<file path="src/rtl/cdiv_pkg.sv">
package cdiv_pkg;

  // Strobes from the control to the datapath, one tick wide each.
  typedef struct packed {
    logic goHigh;  // end of a full low phase with the gate open
    logic goLow;   // end of a full high phase
    logic adopt;   // load the settled code as the active ratio
  } cdivStrobe_t;

  // Converts a Gray-ordered select code into its ordinal position.
  // Bit i of the ordinal is the XOR of code bit i and ordinal bit i+1.
  function automatic int grayToBin(input int code, input int width);
    int bin;
    bin = 0;
    for (int i = width - 1; i >= 0; i--) begin
      bin = bin | ((((code >> i) & 1) ^ ((bin >> (i + 1)) & 1)) << i);
    end
    return bin;
  endfunction

endpackage

</file>
<file path="src/rtl/cdiv_ctrl.sv">
module cdiv_ctrl
  import cdiv_pkg::*;
#(
  parameter int             SEL_W        = 2,
  parameter int             SETTLE_TICKS = 16,
  parameter logic [SEL_W-1:0] RST_SEL    = '0
) (
  input  logic              clk,
  input  logic              rst,
  input  logic [SEL_W-1:0]  selIn,
  input  logic              gateEn,
  input  logic              clkLvl,
  input  logic              phaseDone,
  input  logic [SEL_W-1:0]  activeSel,
  output cdivStrobe_t       strobe,
  output logic [SEL_W-1:0]  pendSel
);

  localparam int AGE_W = $clog2(SETTLE_TICKS + 1);
  localparam logic [AGE_W-1:0] AGE_FULL = AGE_W'(SETTLE_TICKS);

  logic [SEL_W-1:0] selReg;
  logic [SEL_W-1:0] pendReg;
  logic [AGE_W-1:0] ageCnt;
  logic             settled;
  logic             switchReady;
  logic             lowDone;
  logic             highDone;

  // Select capture and settling window.
  always_ff @(posedge clk) begin
    if (rst) begin
      selReg  <= RST_SEL;
      pendReg <= RST_SEL;
      ageCnt  <= AGE_FULL;
    end else begin
      selReg <= selIn;
      if (selReg != pendReg) begin
        pendReg <= selReg;
        ageCnt  <= '0;
      end else if (!settled) begin
        ageCnt <= ageCnt + 1'b1;
      end
    end
  end

  assign settled     = (ageCnt == AGE_FULL);
  assign switchReady = settled && (pendReg != activeSel);
  assign pendSel     = pendReg;

  // Phase decisions.
  always_comb begin
    lowDone       = !clkLvl && phaseDone;
    highDone      = clkLvl && phaseDone;
    strobe        = '0;
    strobe.goLow  = highDone;
    strobe.goHigh = lowDone && gateEn;
    strobe.adopt  = lowDone && switchReady;
  end

  AST_WINDOW_RESTART: assert property (@(posedge clk) disable iff (rst)
    (selReg != pendReg) |=> !strobe.adopt);

  AST_ADOPT_LOADS: assert property (@(posedge clk) disable iff (rst)
    strobe.adopt |=> (activeSel == $past(pendReg)));

endmodule

</file>
<file path="src/rtl/cdiv_datapath.sv">
module cdiv_datapath
  import cdiv_pkg::*;
#(
  parameter int               SEL_W   = 2,
  parameter logic [SEL_W-1:0] RST_SEL = '0
) (
  input  logic              clk,
  input  logic              rst,
  input  cdivStrobe_t       strobe,
  input  logic [SEL_W-1:0]  adoptSel,
  output logic              clkOut,
  output logic              phaseDone,
  output logic [SEL_W-1:0]  activeSel
);

  localparam int NCODES    = 1 << SEL_W;
  localparam int MAX_SHIFT = NCODES - 1;
  localparam int CNT_W     = (MAX_SHIFT > 0) ? MAX_SHIFT : 1;
  localparam logic [CNT_W-1:0] CNT_MAX = CNT_W'((1 << MAX_SHIFT) - 1);

  logic [CNT_W-1:0] lastIdxTab [NCODES];
  logic [CNT_W-1:0] lastIdx;
  logic [CNT_W-1:0] halfCnt;

  // Half-period lookup: each code maps to a power-of-two phase length.
  for (genvar c = 0; c < NCODES; c++) begin : g_ratio
    localparam int SHIFT = MAX_SHIFT - grayToBin(c, SEL_W);
    assign lastIdxTab[c] = CNT_W'((1 << SHIFT) - 1);
  end

  assign lastIdx   = lastIdxTab[activeSel];
  assign phaseDone = (halfCnt >= lastIdx);

  always_ff @(posedge clk) begin
    if (rst) begin
      clkOut    <= 1'b0;
      halfCnt   <= CNT_MAX;
      activeSel <= RST_SEL;
    end else begin
      if (strobe.adopt) begin
        activeSel <= adoptSel;
      end
      if (strobe.goLow) begin
        clkOut  <= 1'b0;
        halfCnt <= '0;
      end else if (strobe.goHigh) begin
        clkOut  <= 1'b1;
        halfCnt <= '0;
      end else if (halfCnt != CNT_MAX) begin
        halfCnt <= halfCnt + 1'b1;
      end
    end
  end

  AST_RESET_LOW: assert property (@(posedge clk)
    rst |=> !clkOut);

  AST_HIGH_BOUND: assert property (@(posedge clk) disable iff (rst)
    clkOut |-> (halfCnt <= lastIdx));

  AST_HIGH_KEEP: assert property (@(posedge clk) disable iff (rst)
    (clkOut && !phaseDone) |=> clkOut);

  AST_SWITCH_LOW: assert property (@(posedge clk) disable iff (rst)
    !$stable(activeSel) |-> !$past(clkOut));

endmodule

</file>
<file path="src/rtl/card_clk_divider.sv">
module card_clk_divider
  import cdiv_pkg::*;
#(
  parameter int               SEL_W        = 2,
  parameter int               SETTLE_TICKS = 16,
  parameter logic [SEL_W-1:0] RST_SEL      = '0
) (
  input  logic             refClk,
  input  logic             rstIn,
  input  logic [SEL_W-1:0] selIn,
  input  logic             gateEn,
  output logic             cardClk
);

  cdivStrobe_t      strobe;
  logic [SEL_W-1:0] pendSel;
  logic [SEL_W-1:0] activeSel;
  logic             phaseDone;
  logic             clkLvl;

  cdiv_ctrl #(
    .SEL_W        (SEL_W),
    .SETTLE_TICKS (SETTLE_TICKS),
    .RST_SEL      (RST_SEL)
  ) ctrl_i (
    .clk       (refClk),
    .rst       (rstIn),
    .selIn     (selIn),
    .gateEn    (gateEn),
    .clkLvl    (clkLvl),
    .phaseDone (phaseDone),
    .activeSel (activeSel),
    .strobe    (strobe),
    .pendSel   (pendSel)
  );

  cdiv_datapath #(
    .SEL_W   (SEL_W),
    .RST_SEL (RST_SEL)
  ) dp_i (
    .clk       (refClk),
    .rst       (rstIn),
    .strobe    (strobe),
    .adoptSel  (pendSel),
    .clkOut    (clkLvl),
    .phaseDone (phaseDone),
    .activeSel (activeSel)
  );

  assign cardClk = clkLvl;

  AST_GATE_HOLD: assert property (@(posedge refClk) disable iff (rstIn)
    (!gateEn && !cardClk) |=> !cardClk);

endmodule

</file>
<file path="config.mk">
export PLATFORM = sky130hd
export DESIGN_NAME = card_clk_divider
export DESIGN_NICKNAME = d
export VERILOG_FILES = /design/src/rtl/cdiv_pkg.sv /design/src/rtl/cdiv_ctrl.sv /design/src/rtl/cdiv_datapath.sv /design/src/rtl/card_clk_divider.sv
export SDC_FILE = /design/constraint.sdc
export NUM_CORES = 1
export LEC_CHECK = 0
export BUFFER_PORTS_ARGS = -buffer_cell sky130_fd_sc_hd__buf_2
export CAP_MARGIN = 10
export CORE_MARGIN = 2
export CORE_UTILIZATION = 29
export DETAILED_ROUTE_END_ITERATION = 12
export PLACE_DENSITY = 0.45
export RECOVER_POWER = 50
export SYNTH_ARGS = -nofsm -noshare
export SYNTH_HDL_FRONTEND = slang
export SYNTH_SLANG_ARGS = --single-unit
</file>
<file path="constraint.sdc">
create_clock -name refClk -period 5.2 [get_ports refClk]
set_clock_uncertainty 0.1 [all_clocks]
set_input_delay 1.04 -clock refClk [delete_from_list [all_inputs] [get_ports refClk]]
set_output_delay 1.04 -clock refClk [all_outputs]
set_load 0.05 [all_outputs]
</file>
==> summary.md, run 1 <==
| Metric | Value |
|---|---|
| Status | `finished, final reports clean` |
| Worst r2r path cells | `6` |
| M1 wire length | `555 um` |
| Clock sinks | `15` |
| # resized after CTS | `0` |
| Largest cells by area after synthesis | `dfxtp_1 41%, ha_1 12%, mux2i_1 8.2%, xor2_1 6.0%, nor2b_1 5.1%` |
| Final hold slack | `381 ps` |
| GR Overflow Total | `0` |
| Vias | `466` |
| Post-Route WL | `1080 um` |
| FF-to-FF Start | `dp_i.activeSel[1]$_SDFFE_PP0P_` |
| Max_cap viols | `0` |
| Largest family of logic cells by synthesized area | `simple AND/OR/NAND/NOR gates` |
| Non-Filler Instances | `107` |
| Register bit total from synthesis | `15` |
| GP Congestion | `0.593` |
| Setup Crit Path Kind | `reg2out` |
| Area leader, netlist | `dfxtp_1` |
| Inserted Clock Buffers | `3` |
| Post-route total power | `0.341 mW` |
| Final nets | `90` |
| Die height | `54.3 um` |
| Setup crit end kind | `output pin` |
| CP Launch Type | `register` |
| RSZ-0062 raised after global routing | `no` |
| CTS tree | `built` |
| Detail Route Antenna Nets | `0` |
| CTS Root Cell | `clkbuf_4` |
| Setup Fix Bufs, Post-CTS | `0` |
| Peak Freq | `0.478 GHz` |
| Final core utilization | `33.2%` |
| LEAKAGE | `0.338 nW` |
| Routed wl met3 | `53 um` |
| Compound-gate portion of the synthesized area | `6.48%` |
| PD cells | `422 nW/um^2` |
| Post-Synth Simple-Gate Area | `22.0%` |
| H-tree depth | `1` |
| Initial antenna violation count | `0` |
| Layout area overhead | `10.1%` |
| HP Start | `ctrl_i.selReg[0]$_SDFF_PP0_` |
| Depth of the worst hold-timing path | `1` |
| Setup violators final | `0` |
| Area post-placement | `792 um^2` |
| Input/output buffers | `5` |
| DIE WIDTH | `54.3 um` |
| Antenna Cells | `0` |
| Clk_lat worst skew | `280 ps` |
| Setup tns final | `0 ps` |
| Final hold vios | `0` |
| Final HPWL DP | `854 um` |
| Post-route DRC | `0` |
| Ys flop type | `dfxtp_1` |
| Post-synth top area share | `41.0%` |
| Die area | `2950 um^2` |
| Adder-cell share of the synthesized area | `11.9%` |
| Class of the worst hold path | `reg2reg` |
| First-pass GRT wire length | `1950 um` |
| Cells after synthesis | `69` |
| Pre-CTS WS | `3180 ps` |
| CTS Buffer Depth | `2` |
| Top Metal Used | `met4` |
| Vias in the first global route | `436` |
| Clock-pin transition on the worst setup and hold timing paths | `90 ps` |
| Crit share post-route | `40.2%` |
| Drt via density | `4.36` |
| Max IR drop VDD | `0.143 mV` |
| DR WL/cell | `10.1 um` |
| Met2 routed WL | `458 um` |
| Pin count of the biggest net entering global routing | `15` |
| Starting Density | `30.1%` |
| FP Rows | `18` |
| Share of cells above drive strength 1 | `14.3%` |
| Ys async rst share | `0%` |
| Synth cell types | `22` |
| Ports | `6` |
| CP startpoint | `dp_i.clkOut$_SDFFE_PP0P_` |
| Pre-antenna DRT Iters | `4` |
| Post-synthesis sequential area ratio | `41.0%` |
| PnR worst setup slack | `3110 ps` |
| Commonest non-fill, non-tap cell in the layout | `dfxtp_1` |
| Drt first-iter violations | `1` |
| Crit-path cells | `buf_2` |
| Worst path max stage delay | `390 ps` |
| Number of synthesized flops with an enable pin | `0` |
| Tmin final | `2090 ps` |
| WHS Endpoint | `ctrl_i.pendSel[0]$_SDFFE_PP0P_` |
| Placed Cells | `103` |
| Post-Syn Area per Cell | `10.6 um^2` |
| Max_slew headroom | `68.1%` |
| WP buf/inv | `1` |
| Post-synthesis mux area share | `8.19%` |
| Core footprint | `2430 um^2` |
| Delay-heaviest family, CP | `flip-flops` |
| Cts-stage hold buffer count | `0` |
| Reg2Reg Capture Point | `dp_i.activeSel[0]$_SDFFE_PP0P_` |
| Cell area after layout | `807 um^2` |
| YS warnings | `0` |
| Fin. max-slew vios | `0` |
| Flop-to-flop setup slack | `3400 ps` |
| Actual slew at the worst max-slew pin | `478 ps` |
| Worst Path Arrival | `950 ps` |
| Post-synth net total | `81` |
| GRT Total Usage | `9.75%` |
| Crit path max fanout | `5` |
| Most frequent cells in the layout | `15 x dfxtp_1, 7 x ha_1, 6 x nor2b_1, 6 x mux2i_1, 5 x xor2_1` |
| Cell Area, Synth | `733 um^2` |
| Post-Synth XOR/XNOR Area | `8.36%` |
| Crit path required time | `4060 ps` |
| Critical path's slowest cell | `dfxtp_1` |
## report_power, final
group          internal (mW)  total [mW]  switching [mW]
combinational         0.0622       0.128          0.0655
sequential             0.133       0.149          0.0156
clock                 0.0297      0.0644          0.0347
## cells in the mapped netlist (2+ instances only)
cell type   n
dfxtp_1    15
ha_1        7
mux2i_1     6
nor2b_1     6
xor2_1      5
nand2b_1    4
o21bai_1    4
inv_1       3
nor2_1      3
nand3_1     2
nor3_2      2
xnor2_1     2
## cells by family after synthesis
logic type               after synthesis
buffers and inverters                  4
adder cells (fa/ha/maj)                7
AND/OR/NAND/NOR                       23
flip-flops                            15
XOR/XNOR                               7
multiplexers                           6
AO/OA/AOI/OAI                          7
## state kept, by name, summed over array words and instances (netlist names)
signal / count
ctrl_i.selReg: 2
dp_i.clkOut: 1
dp_i.halfCnt: 3
dp_i.activeSel: 2
ctrl_i.ageCnt: 5
ctrl_i.pendSel: 2
## layout make-up
class	count	area, um^2
flip-flops and latches	15	300
repair buffers	5	23.8
fillers	268	1630
multi-input cells	50	408
well taps	30	37.5
clock buffers	4	26.3
inverters	3	11.3
## how the worst max path moves through the flow
stage,to,cells past startpoint
global placement,ctrl_i.ageCnt[3]$_SDFFE_PP0P_,3
floorplan,cardClk,0
CTS,cardClk,1
detailed placement,ctrl_i.ageCnt[2]$_SDFFE_PP0P_,3
finish,cardClk,1
global route,cardClk,1
## routing by layer
layer | GRT usage [%] | vias up
li1 | - | 247
met1 | 12.5 | 207
met2 | 13.3 | 10
met3 | 3.28 | 2
met4 | 7.50 | 0
met5 | 0 | -
No activity file was read; power rests on OpenSTA's default activity.
==> run 2, diff against run 1 <==
==> constraint.sdc (replaced) <==
create_clock -name refClk -period 2.04 [get_ports refClk]
set_clock_uncertainty 0.1 [all_clocks]
set_input_delay 0.408 -clock refClk [delete_from_list [all_inputs] [get_ports refClk]]
set_output_delay 0.408 -clock refClk [all_outputs]
set_load 0.05 [all_outputs]
==> run 2 against run 1 <==
  * Cell area shrank 0.47%
  * Clock-buffer cell count unchanged
  * Critical path depth increased by 5
  * Critical endpoint is now dp_i.activeSel[0]$_SDFFE_PP0P_
  * Total power grew to 2.5 times the previous value
  * Via count shrank 3.2%
  * Register-to-register slack worse by 3100 ps
  * Global-route usage decreased by 1.2 points
  * Non-clock buffer count is the same
  * Sequential power increased to 2.5 times the previous value
==> summary.md, run 2 (synthesized netlist as in run 1, its figures left out) <==
| Metric | Value |
|---|---|
| Layout area overhead | `9.56%` |
| Antenna Cells | `0 (unchanged)` |
| GP Congestion | `0.679 (+14%)` |
| Clock-pin transition on the worst setup and hold timing paths | `90 ps (about the same)` |
| Max reg flops | `5 (unchanged)` |
| FF-to-FF Start | `dp_i.activeSel[0]$_SDFFE_PP0P_` |
| Setup crit end kind | `register` |
| Biggest regs | `ctrl_i.ageCnt x5, dp_i.halfCnt x3` |
| Final core utilization | `33.0% (-0.15 points)` |
| CTS Buffer Depth | `2 (unchanged)` |
| Post-route DRC | `0 (unchanged)` |
| Starting Density | `30.1% (unchanged)` |
| Status | `finished, final reports clean` |
| CTS Root Cell | `clkbuf_4` |
| Class of the worst hold path | `in2reg` |
| DIE WIDTH | `54.3 um (unchanged)` |
| Cts-stage hold buffer count | `0 (unchanged)` |
| Crit share post-route | `87.3%` |
| Initial antenna violation count | `0 (unchanged)` |
| H-tree depth | `1 (unchanged)` |
| Input/output buffers | `5 (unchanged)` |
| Commonest non-fill, non-tap cell in the layout | `dfxtp_1` |
| Crit path required time | `2140 ps (-1920 ps)` |
| GRT Total Usage | `8.52% (-1.2 points)` |
| Die height | `54.3 um (unchanged)` |
| Worst Path Arrival | `1890 ps (+940 ps)` |
| Tmin final | `1780 ps` |
| Crit path max fanout | `3 (-2)` |
| Fin. max-slew vios | `0 (unchanged)` |
| Max_cap viols | `0 (unchanged)` |
| Setup tns final | `0 ps (unchanged)` |
| Post-Route WL | `993 um (-8.2%)` |
| Actual slew at the worst max-slew pin | `512 ps (+33.6 ps)` |
| Peak Freq | `0.562 GHz` |
| Final HPWL DP | `754 um (-12%)` |
| # resized after CTS | `0 (unchanged)` |
| Drt first-iter violations | `1 (unchanged)` |
| Setup violators final | `0 (unchanged)` |
| Setup Crit Path Kind | `reg2reg` |
| CP startpoint | `dp_i.activeSel[0]$_SDFFE_PP0P_` |
| HP Start | `selIn[0]` |
| Setup Fix Bufs, Post-CTS | `0 (unchanged)` |
| Share of cells above drive strength 1 | `13.0% (-1.3 points)` |
| LEAKAGE | `0.338 nW (about the same)` |
| Register area | `300 um^2 (unchanged)` |
| Pin count of the biggest net entering global routing | `15 (unchanged)` |
| Inserted Clock Buffers | `3 (unchanged)` |
| First-pass GRT wire length | `1760 um (-9.6%)` |
| DR WL/cell | `9.28 um (-8.2%)` |
| Max_slew headroom | `65.9% (-2.2 points)` |
| CTS tree | `built` |
| Fill count | `265 (-1.1%)` |
| Die area | `2950 um^2 (unchanged)` |
| Core footprint | `2430 um^2 (unchanged)` |
| Most frequent cells in the layout | `15 x dfxtp_1, 7 x ha_1, 6 x nor2b_1, 6 x mux2i_1, 5 x xor2_1` |
| GR Overflow Total | `0 (unchanged)` |
| Pre-antenna DRT Iters | `2 (-2)` |
| Final nets | `90 (unchanged)` |
| Clk_lat worst skew | `270 ps (about the same)` |
| Drt via density | `4.21 (-3.2%)` |
| Vias in the first global route | `419 (-3.9%)` |
| Final hold vios | `0 (unchanged)` |
| PnR worst setup slack | `259 ps (-2850 ps)` |
| FP Rows | `18 (unchanged)` |
| Clock sinks | `15 (unchanged)` |
| Pre-CTS WS | `257 ps (-2920 ps)` |
| RSZ-0062 raised after global routing | `no` |
| Top reg by flops | `ctrl_i.ageCnt` |
| Ports | `6 (unchanged)` |
| Detail Route Antenna Nets | `0 (unchanged)` |
| CP Launch Type | `register` |
| Vias | `451 (-3.2%)` |
| PD cells | `1070 nW/um^2 (+150%)` |
| Multi-input logic area | `404 um^2 (-0.92%)` |
| Max IR drop VDD | `0.361 mV (+150%)` |
-- run 2: cell count changes in the layout (fill, tap and decap cells not counted) --
| cell | delta |
|---|---|
| and4bb_1 | +1 |
| and4bb_4 | -1 |
-- run 2: critical path, cell delays in order (launching register included) --
cell     delay (ps)
dfxtp_1         330
or2_2           290
ha_1            290
nand2_1          50
o21ai_1         230
and3b_4         260
mux2i_1         170
-- run 2: final timing paths --
kind,cells past startpoint,slack [ps],to
worst max-delay path,6,260,dp_i.activeSel[0]$_SDFFE_PP0P_
worst min-delay path,2,240,ctrl_i.selReg[0]$_SDFF_PP0_
worst max register to register,6,260,dp_i.activeSel[0]$_SDFFE_PP0P_
worst min register to register,1,380,ctrl_i.pendSel[0]$_SDFFE_PP0P_
-- run 2: report_power, final --
group          internal [mW]  switching, mW  total (mW)
Combinational          0.156          0.160       0.316
Sequential             0.339         0.0381       0.378
Clock                 0.0756         0.0883       0.164
-- run 2: metrics by stage --
step           hold WS (ps)  total power, mW  std cells  cell area, um^2
3_5_place_dp            370            0.713        103              792
3_3_place_gp            366            0.714        103              792
5_1_grt                 242            0.935        107              803
6_report                240            0.857        107              803
4_1_cts                 234            0.882        107              818
2_1_floorplan           351            0.656         69              733
-- run 2: cell type report --
class / instances / share of cell area (%)
Multi-Input combinational cell: 50 / 50.3
Clock buffer: 4 / 3.27
Inverter: 3 / 1.40
Timing Repair Buffer: 5 / 2.96
Sequential cell: 15 / 37.4
Tap cell: 30 / 4.67
-- run 2: layer usage --
layer / vias to the layer above / GRT usage, % / routed length, um / share of wire (%)
li1: 246 / - / - / -
met1: 197 / 10.9 / 521 / 52
met2: 6 / 12.7 / 413 / 42
met3: 2 / 3.28 / 44 / 4.4
met4: 0 / 3.75 / 13 / 1.3
met5: - / 0 / 0 / 0
==> run 3, diff against run 2 <==
--- a/config.mk
+++ b/config.mk
@@ -10,6 +10,7 @@
 export CORE_MARGIN = 2
 export CORE_UTILIZATION = 29
 export DETAILED_ROUTE_END_ITERATION = 12
+export GPL_TIMING_DRIVEN = 0
 export PLACE_DENSITY = 0.45
 export RECOVER_POWER = 50
 export SYNTH_ARGS = -nofsm -noshare
==> run 3 against run 2 <==
  * Sequential share of layout area is 0.17 points lower
  * Utilization up 0.15 points
  * Sequential power about the same
  * Setup slack gained 11 ps
  * Non-clock buffer count increased by 1
  * First-iteration DRC count rose to 8.0 times the previous value
  * Global-route usage is 1.5 points higher
  * Cell area up 0.47%
  * Register-to-register slack is essentially flat
  * Via count increased by 2.7%
  * Critical path type unchanged
  * Largest cell class unchanged
==> summary.md, run 3 (synthesized netlist as in run 1, its figures left out) <==
| Metric | Value |
|---|---|
| Status | `finished, final reports clean` |
| H-tree depth | `1 (unchanged)` |
| Clk_lat worst skew | `290 ps (+20 ps)` |
| GP Congestion | `0.627 (-7.6%)` |
| # resized after CTS | `0 (unchanged)` |
| Pre-antenna DRT Iters | `4 (+2)` |
| Post-route DRC | `0 (unchanged)` |
| WHS Endpoint | `ctrl_i.selReg[1]$_SDFF_PP0_` |
| Die area | `2950 um^2 (unchanged)` |
| Post-route total power | `0.878 mW (+2.5%)` |
| HP Start | `selIn[1]` |
| Switching Fraction | `34.7% (+1.3 points)` |
| GRT Total Usage | `10.0% (+1.5 points)` |
| Worst r2r path cells | `6 (unchanged)` |
| Placed Cells | `104 (+0.97%)` |
| Class of the worst hold path | `in2reg` |
| Setup Crit Path Kind | `reg2reg` |
| Crit path max fanout | `4 (+1)` |
| Ports | `6 (unchanged)` |
| Worst path max stage delay | `340 ps (about the same)` |
| Multi-input logic area | `404 um^2 (unchanged)` |
| Pre-CTS WS | `268 ps (+10.6 ps)` |
| First-pass GRT wire length | `1970 um (+12%)` |
| Setup Fix Bufs, Post-CTS | `0 (unchanged)` |
| Crit share post-route | `86.7% (-0.56 points)` |
| Layout area overhead | `10.1%` |
| Reg2Reg Capture Point | `dp_i.activeSel[0]$_SDFFE_PP0P_` |
| Max IR drop VDD | `0.360 mV (-0.33%)` |
| Final hold vios | `0 (unchanged)` |
| Max_cap viols | `0 (unchanged)` |
| Final HPWL DP | `794 um (+5.2%)` |
| DIE WIDTH | `54.3 um (unchanged)` |
| Non-Filler Instances | `108 (+0.93%)` |
| Core footprint | `2430 um^2 (unchanged)` |
| Max_slew headroom | `71.7% (+5.9 points)` |
| Initial antenna violation count | `0 (unchanged)` |
| Commonest non-fill, non-tap cell in the layout | `dfxtp_1` |
| Setup crit end kind | `register` |
| Max reg flops | `5 (unchanged)` |
| Actual slew at the worst max-slew pin | `424 ps (-87.9 ps)` |
| Critical path's slowest cell | `dfxtp_1` |
| Biggest regs | `ctrl_i.ageCnt x5, dp_i.halfCnt x3` |
| CTS tree | `built` |
| Tmin final | `1770 ps (-11.4 ps)` |
| DR WL/cell | `10.2 um (+9.8%)` |
| Flop-to-flop setup slack | `270 ps (about the same)` |
| Cell area after layout | `807 um^2 (+0.47%)` |
| Register area | `300 um^2 (unchanged)` |
| CTS Root Cell | `clkbuf_4` |
| RSZ-0062 raised after global routing | `no` |
| Internal cell power | `0.574 mW (+0.52%)` |
| Die height | `54.3 um (unchanged)` |
| Share of cells above drive strength 1 | `12.8% (-0.17 points)` |
| Fill count | `269 (+1.5%)` |
| CTS Buffer Depth | `2 (unchanged)` |
| Fin. max-slew vios | `0 (unchanged)` |
| Starting Density | `30.1% (unchanged)` |
| Vias | `463 (+2.7%)` |
| FF-to-FF Start | `dp_i.activeSel[1]$_SDFFE_PP0P_` |
| FP Rows | `18 (unchanged)` |
| Final nets | `91 (+1.1%)` |
| Top reg by flops | `ctrl_i.ageCnt` |
| PnR worst setup slack | `271 ps (+11.4 ps)` |
| P_sw | `0.305 mW (+6.5%)` |
| Pin count of the biggest net entering global routing | `11 (-4)` |
| Clock sinks | `15 (unchanged)` |
| Sequential power share | `43.1% (-1.0 points)` |
| Clock-pin transition on the worst setup and hold timing paths | `90 ps (about the same)` |
| Peak Freq | `0.565 GHz (+0.65%)` |
| Depth of the worst hold-timing path | `2 (unchanged)` |
| Most frequent cells in the layout | `15 x dfxtp_1, 7 x ha_1, 6 x nor2b_1, 6 x mux2i_1, 5 x xor2_1` |
| Worst Path Arrival | `1890 ps (about the same)` |
| Drt first-iter violations | `8 (+7)` |
| Drt via density | `4.29 (+1.7%)` |
| LEAKAGE | `0.339 nW (+0.35%)` |
| Delay-heaviest family, CP | `simple AND/OR/NAND/NOR gates` |
| Detail Route Antenna Nets | `0 (unchanged)` |
| Combinational power share | `36.7% (about the same)` |
| Vias in the first global route | `449 (+7.2%)` |
| Area post-placement | `796 um^2 (+0.47%)` |
| WP buf/inv | `0 (unchanged)` |
| Crit path required time | `2160 ps (+20 ps)` |
| Setup tns final | `0 ps (unchanged)` |
| Clk network pwr share | `20.2% (+1.1 points)` |
| Crit-path cells | `or2_2 > ha_1 > nand2_1 > o21ai_1 > and3b_4 > mux2i_1` |
| Antenna Cells | `0 (unchanged)` |
| Input/output buffers | `5 (unchanged)` |
| Cts-stage hold buffer count | `0 (unchanged)` |
| Setup violators final | `0 (unchanged)` |
| PD cells | `1090 nW/um^2 (+2.0%)` |
| Post-Route WL | `1100 um (+11%)` |
| CP Launch Type | `register` |
| Inserted Clock Buffers | `3 (unchanged)` |
| GR Overflow Total | `0 (unchanged)` |
[run 3: cell count changes in the layout (fill, tap and decap cells not counted)]
cell      before  now
clkbuf_1       2    3
[run 3: stage by stage]
stage / utilization (%) / hold slack (ps)
floorplan: - / 351
global placement: 32.7 / 369
detailed placement: 32.7 / 368
CTS: 33.8 / 213
global route: 33.2 / 242
finish: 33.2 / 225
[run 3: per-layer routing]
metal	global-route usage [%]	wire length [um]	vias up	share of wire [%]
li1	-	-	250	-
met1	13.0	598	201	54
met2	13.7	438	8	40
met3	3.28	39	4	3.5
met4	7.50	24	0	2.2
met5	0	0	-	0
[run 3: worst max path at each step]
stage / cells past startpoint / start / endpoint
floorplan: 6 / dp_i.activeSel[1]$_SDFFE_PP0P_ / dp_i.activeSel[0]$_SDFFE_PP0P_
global placement: 6 / dp_i.activeSel[0]$_SDFFE_PP0P_ / dp_i.activeSel[1]$_SDFFE_PP0P_
detailed placement: 6 / dp_i.activeSel[0]$_SDFFE_PP0P_ / dp_i.activeSel[0]$_SDFFE_PP0P_
CTS: 6 / dp_i.activeSel[0]$_SDFFE_PP0P_ / dp_i.activeSel[0]$_SDFFE_PP0P_
global route: 6 / dp_i.activeSel[1]$_SDFFE_PP0P_ / dp_i.activeSel[0]$_SDFFE_PP0P_
finish: 6 / dp_i.activeSel[1]$_SDFFE_PP0P_ / dp_i.activeSel[0]$_SDFFE_PP0P_
[run 3: power by group through the flow]
stage | Clock (mW) | Sequential [mW] | Combinational [mW]
final | 0.178 | 0.379 | 0.322
after global routing | 0.195 | 0.387 | 0.376
after CTS | 0.185 | 0.380 | 0.335
after detailed placement | 0 | 0.387 | 0.333
after global placement | 0 | 0.386 | 0.326
after floorplan | 0 | 0.402 | 0.253
[run 3: worst register-to-register path, cell delays in order, from the launching register on]
cell and delay (ps):
dfxtp_1 340, or2_2 270, ha_1 300, nand2_1 50
o21ai_1 220, and3b_4 260, mux2i_1 170
[run 3: final cells by class]
class                   instances  area share (%)
plain buffers                   1           0.465
clock buffers                   4            3.26
inverters                       3            1.40
multi-input cells              50            50.1
flip-flops and latches         15            37.2
well taps                      30            4.65
repair buffers                  5            2.95
